`src/rtl/ctr_pkg.sv`:
```
package ctr_pkg;
  typedef enum logic [1:0] {
    M_CHAR  = 2'd0,
    M_DELAY = 2'd1,
    M_TIMER = 2'd2,
    M_TOUT  = 2'd3
  } ctr_mode_e;
endpackage

```
`src/rtl/ctr_count.sv`:
```
module ctr_count
  import ctr_pkg::*;
#(
  parameter int W = 16
) (
  input  logic         clk_i,
  input  logic         rst_ni,
  input  logic         tick_i,
  input  logic         rx_char_i,
  input  logic         start_i,
  input  logic         stop_i,
  input  ctr_mode_e    mode_i,
  input  logic [W-1:0] preload_i,
  output logic [W-1:0] count_o,
  output logic         tc_o,
  output logic         load_o
);
  logic [W-1:0] count_q;
  logic running_q, halted_q, armed_q;
  logic dec, load, rld_char, step, tc;

  always_comb begin
    load     = start_i && !stop_i && !halted_q;
    rld_char = running_q && !stop_i && !load && mode_i == M_TOUT && rx_char_i;
    unique case (mode_i)
      M_CHAR:  dec = rx_char_i;
      M_TOUT:  dec = armed_q && tick_i;
      default: dec = tick_i;
    endcase
    step = running_q && !stop_i && !load && !rld_char && dec;
    tc   = step && (count_q <= W'(1));
  end

  always_ff @(posedge clk_i or negedge rst_ni) begin
    if (!rst_ni) begin
      count_q   <= '0;
      running_q <= 1'b0;
      halted_q  <= 1'b0;
      armed_q   <= 1'b0;
    end else if (stop_i) begin
      running_q <= 1'b0;
      halted_q  <= 1'b0;
      armed_q   <= 1'b0;
    end else if (load) begin
      running_q <= 1'b1;
      count_q   <= preload_i;
      armed_q   <= 1'b0;
    end else if (rld_char) begin
      count_q <= preload_i;
      armed_q <= 1'b1;
    end else if (tc) begin
      unique case (mode_i)
        M_DELAY: begin
          count_q   <= '0;
          running_q <= 1'b0;
          halted_q  <= 1'b1;
        end
        M_TOUT: begin
          count_q <= '0;
          armed_q <= 1'b0;
        end
        default: count_q <= preload_i;
      endcase
    end else if (step) begin
      count_q <= count_q - W'(1);
    end
  end

  assign count_o = count_q;
  assign tc_o    = tc;
  assign load_o  = load;

  a_r2_stop_halts: assert property (@(posedge clk_i) disable iff (!rst_ni)
    stop_i |=> !running_q && $stable(count_q));
  a_r3_hold_without_tick: assert property (@(posedge clk_i) disable iff (!rst_ni)
    (running_q && !tick_i && !stop_i && !load && (mode_i == M_DELAY || mode_i == M_TIMER))
    |=> $stable(count_q));
  a_r4_delay_stops: assert property (@(posedge clk_i) disable iff (!rst_ni)
    (tc && mode_i == M_DELAY) |=> (!running_q && count_q == '0));
  a_r4_no_restart: assert property (@(posedge clk_i) disable iff (!rst_ni)
    (halted_q && !stop_i) |=> !running_q);
  a_r8_char_reload: assert property (@(posedge clk_i) disable iff (!rst_ni)
    rld_char |=> (armed_q && count_q == $past(preload_i)));
endmodule

```
`src/rtl/ctr_out.sv`:
```
module ctr_out
  import ctr_pkg::*;
(
  input  logic      clk_i,
  input  logic      rst_ni,
  input  logic      tick_i,
  input  logic      stop_i,
  input  logic      load_i,
  input  logic      tc_i,
  input  ctr_mode_e mode_i,
  input  logic      pulse_sel_i,
  input  logic      irq_clr_i,
  output logic      wave_o,
  output logic      irq_o
);
  logic wave_q, irq_q, timer_m;

  assign timer_m = (mode_i == M_TIMER);

  always_ff @(posedge clk_i or negedge rst_ni) begin
    if (!rst_ni) begin
      wave_q <= 1'b0;
    end else if (stop_i) begin
      wave_q <= 1'b0;
    end else if (load_i) begin
      wave_q <= timer_m && !pulse_sel_i;
    end else if (tc_i && timer_m) begin
      wave_q <= pulse_sel_i ? 1'b1 : !wave_q;
    end else if (timer_m && pulse_sel_i && tick_i && wave_q) begin
      wave_q <= 1'b0;
    end
  end

  // set has priority over clear
  always_ff @(posedge clk_i or negedge rst_ni) begin
    if (!rst_ni)        irq_q <= 1'b0;
    else if (tc_i)      irq_q <= 1'b1;
    else if (irq_clr_i) irq_q <= 1'b0;
  end

  assign wave_o = wave_q;
  assign irq_o  = irq_q;

  a_r9_irq_set: assert property (@(posedge clk_i) disable iff (!rst_ni)
    tc_i |=> irq_q);
  a_r9_irq_clear: assert property (@(posedge clk_i) disable iff (!rst_ni)
    (irq_q && irq_clr_i && !tc_i) |=> !irq_q);
  a_r5_square_toggle: assert property (@(posedge clk_i) disable iff (!rst_ni)
    (tc_i && timer_m && !pulse_sel_i && !stop_i && !load_i) |=> (wave_q != $past(wave_q)));
  a_r6_pulse_end: assert property (@(posedge clk_i) disable iff (!rst_ni)
    (timer_m && pulse_sel_i && wave_q && tick_i && !tc_i && !stop_i && !load_i) |=> !wave_q);
endmodule

```
`src/rtl/ctr_timer.sv`:
```
module ctr_timer
  import ctr_pkg::*;
#(
  parameter int W = 16
) (
  input  logic         clk_i,
  input  logic         rst_ni,
  input  logic         tick_i,
  input  logic         rx_char_i,
  input  logic         start_i,
  input  logic         stop_i,
  input  logic [1:0]   mode_i,
  input  logic         pulse_sel_i,
  input  logic [W-1:0] preload_i,
  input  logic         irq_clr_i,
  output logic         wave_o,
  output logic         irq_o,
  output logic [W-1:0] count_o
);
  ctr_mode_e mode;
  logic tc, load;

  assign mode = ctr_mode_e'(mode_i);

  ctr_count #(.W(W)) u_count (
    .clk_i     (clk_i),
    .rst_ni    (rst_ni),
    .tick_i    (tick_i),
    .rx_char_i (rx_char_i),
    .start_i   (start_i),
    .stop_i    (stop_i),
    .mode_i    (mode),
    .preload_i (preload_i),
    .count_o   (count_o),
    .tc_o      (tc),
    .load_o    (load)
  );

  ctr_out u_out (
    .clk_i       (clk_i),
    .rst_ni      (rst_ni),
    .tick_i      (tick_i),
    .stop_i      (stop_i),
    .load_i      (load),
    .tc_i        (tc),
    .mode_i      (mode),
    .pulse_sel_i (pulse_sel_i),
    .irq_clr_i   (irq_clr_i),
    .wave_o      (wave_o),
    .irq_o       (irq_o)
  );
endmodule

```
`config.mk`:
```
export PLATFORM = sky130hd
export DESIGN_NAME = ctr_timer
export DESIGN_NICKNAME = d
export VERILOG_FILES = /design/src/rtl/ctr_pkg.sv /design/src/rtl/ctr_count.sv /design/src/rtl/ctr_out.sv /design/src/rtl/ctr_timer.sv
export SDC_FILE = /design/constraint.sdc
export NUM_CORES = 1
export LEC_CHECK = 0
export BUFFER_PORTS_ARGS = -buffer_cell sky130_fd_sc_hd__buf_2
export CAP_MARGIN = 0
export CORE_MARGIN = 8
export CORE_UTILIZATION = 48
export CTS_BUF_LIST = sky130_fd_sc_hd__clkbuf_2
export DETAILED_ROUTE_END_ITERATION = 8
export PLACE_DENSITY = 0.78
export SLEW_MARGIN = 10
export SYNTH_ARGS = -nofsm -noshare
export SYNTH_HDL_FRONTEND = slang
export SYNTH_SLANG_ARGS = --single-unit
export TNS_END_PERCENT = 10
```
`constraint.sdc`:
```
create_clock -name clk_i -period 2.3 [get_ports clk_i]
set_input_delay 0.115 -clock clk_i [delete_from_list [all_inputs] [get_ports clk_i]]
set_output_delay 0.115 -clock clk_i [all_outputs]
set_load 0.005 [all_outputs]
```
==> impl_metrics.yaml <==
routing:
  drt_pre_antenna_iters: 4
  wl_per_cell_um: 16.3
  drc: 0
  wl_um: 4800
  vias: 1708
  drt-initial-drc-count: 149
  ant_nets: 0
  routed_via_density: 5.81
setup_path:
  cp-end-kind: "flop"
  critPathKind: "flop to flop"
  cp.arrival_ns: 2.52
  required_ns: 2.58
  startpoint_type: "flop"
  r2r_setup_slack_ns: 0.06
  crit_fanout: 7
floorplanning:
  fp.coreArea_um2: 3030
  dieArea_um2: 5230
  fp.dieH_um: 72.3
  start_util: 0.502
  die_w_um: 72.3
  rows: 20
  io_pins: 44
synthesis:
  yosys.area.top_type: "dfrtp_1"
  ys_ff_latch: 21
  synthCells: 172
  synthesis.nets: 204
  synth_area_um2: 1520
  ys_dominant_reg_cell: "dfrtp_1"
  ys_warn_count: 0
  synth-edff-count: 0
  ys_types: 48
  synth_top_area_share: 0.345
  synth_top_cells_by_area: "dfrtp_1, a221o_1, ha_1"
  seq_area_frac_synth: 0.345
  avgSynthCellArea_um2: 8.85
  async_flop_share: 1.00
placement:
  place.gp.congestion: 0.936
  hpwl_um: 3610
  dp_slack_ns: -0.0134
  io_buffers: 43
  place_inst: 276
job:
  cap_viol_max_count: 0
sta:
  worst_pin_slew_ns: 0.920
  final_hold_viol_count: 0
  fin_crit_sh: 0.972
  post-route-worst-setup-slack_ns: 0.0641
  fin_skew_ns: 0.0215
  maxSlewViolCount: 0
  timing.hold.ws_ns: 0.0260
  tns_ns: 0
  setup_viol: 0
  min_period_ns: 2.24
  rsz0062_at_grt: "true"
  fmax_mhz: 447
  timing.slew.headroom: 0.380
power_and_ir_drop:
  power.total_mw: 1.03
  power_density_nw_per_um2: 483
  power.leakage_nw: 0.976
  vdd_drop_max_mv: 0.338
global_routing:
  grt_max_degree: 22
  antenna_found_initial: 0
  grt_pass1_wl_um: 7690
  gr-total-overflow: 0
  grt_pass1_vias: 1621
  grt.total_usage: 0.183
final_layout:
  final_net_count: 283
  drive_gt1_frac: 0.332
  area_growth_pct: 39.7
  num_antenna_cells: 0
  instances_no_fill: 294
hold_path:
  hp-class: "input pin to flop"
clock_tree:
  clock-root-buffer: "clkbuf_2"
  cts_num_sinks: 21
  numCtsBuffers: 3
  post_cts_buffers: 0
  cts_tree: "built"
  cts_buffer_depth: 2
  clkLatencyLatePin_ns: 0.34
  clk_pin_slew_ns: 0.19
  htree_num_levels: 1
run_status:
  outcome: "complete, no violations"
## placed cells by master, fill, tap and decap left out, types with 3 or more instances in the layout
cell and count:
a211o_1 4, a21oi_1 6, a221o_1 8, a31oi_1 3
and2_1 3, buf_2 43, buf_4 22, clkbuf_2 3
dfrtp_1 21, dlygate4sd3_1 14, ha_1 5, inv_1 10
nand2_1 13, nand2b_1 4, nand3_1 5, nor2_1 12
nor3_1 9, nor4_1 11, o221ai_1 5, or4_1 5
## final timing paths
check	start	end	depth (start not counted)
setup / recovery	u_count.count_o[7]$_DFFE_PN0P_	u_count.count_o[5]$_DFFE_PN0P_	6
hold / removal	preload_i[5]	u_count.count_o[5]$_DFFE_PN0P_	2
setup reg to reg	u_count.count_o[7]$_DFFE_PN0P_	u_count.count_o[5]$_DFFE_PN0P_	6
hold reg to reg	u_out.irq_o$_DFFE_PN0P_	u_out.irq_o$_DFFE_PN0P_	1
max in group asynchronous	rst_ni	u_count.halted_q$_DFFE_PN0P_	2
min in group asynchronous	rst_ni	u_count.count_o[6]$_DFFE_PN0P_	2
## repair_timing
| item | CTS | global route |
|---|---|---|
| gates resized for setup | 2 | 6 |
| endpoints found under the hold margin | 30 | 4 |
| endpoints found under the setup margin | 1 | 13 |
| pin swaps | 0 | 3 |
| hold buffers | 10 | 4 |
## layer usage
layer | track usage | wire [um]
met1 | 0.231 | 2030
met2 | 0.298 | 2290
met3 | 0.0372 | 382
met4 | 0.0658 | 92
met5 | 0 | 0
## cells by family (layout without fill, tap and decap cells)
family	Yosys count	count (layout)	synth area share
xor+xnor	4	4	0.0230
compound gates	42	42	0.220
buf+inv	16	94	0.0452
flops	21	21	0.345
mux	2	2	0.0148
fa+ha+maj	6	6	0.0493
simple gates	81	81	0.302
## metrics by stage
stage / cell area (um^2) / utilization
finish: 2130 / 0.702
global route: 2130 / 0.702
CTS: 2060 / 0.681
detailed placement: 1930 / 0.638
global placement: 1930 / 0.638
floorplan: 1520 / -
## synth_stat cells (all sizes together), types with 3 or more instances
cell    count
dfrtp      21
nand2      14
and2        3
inv        10
nand2b      4
nand3       5
or3         3
o221ai      5
a21oi       6
nor3       11
ha          6
clkbuf      4
a221o       8
nor4       12
a31oi       3
or4         6
a211o       4
nor2       12
## area by class of cell
cell class              count  area [um^2]
clock buffers               3         15.0
repair buffers             80          532
clock inverters             1         5.00
flip-flops and latches     21          526
inverters                  10         37.5
fillers                   258          902
well taps                  44         55.1
multi-input cells         135          956
## power by group
| group | internal (mW) | switching, mW |
|---|---|---|
| Combinational | 0.205 | 0.208 |
| Sequential | 0.412 | 0.0426 |
| Clock | 0.0394 | 0.121 |
## worst max-delay path, cell delays in order (launching register included)
cell	delay, ns
dfrtp_1	0.44
or4_4	0.58
or3_4	0.39
nor3_4	0.26
a31o_1	0.24
buf_6	0.14
a221o_1	0.15
## state kept, by name, summed over array words and instances, names as in the netlist
| signal | count |
|---|---|
| u_count.running_q | 1 |
| u_count.count_o | 16 |
| u_count.halted_q | 1 |
| u_count.armed_q | 1 |
| u_out.irq_o | 1 |
| u_out.wave_o | 1 |
Power figures use the tool's default switching activity.
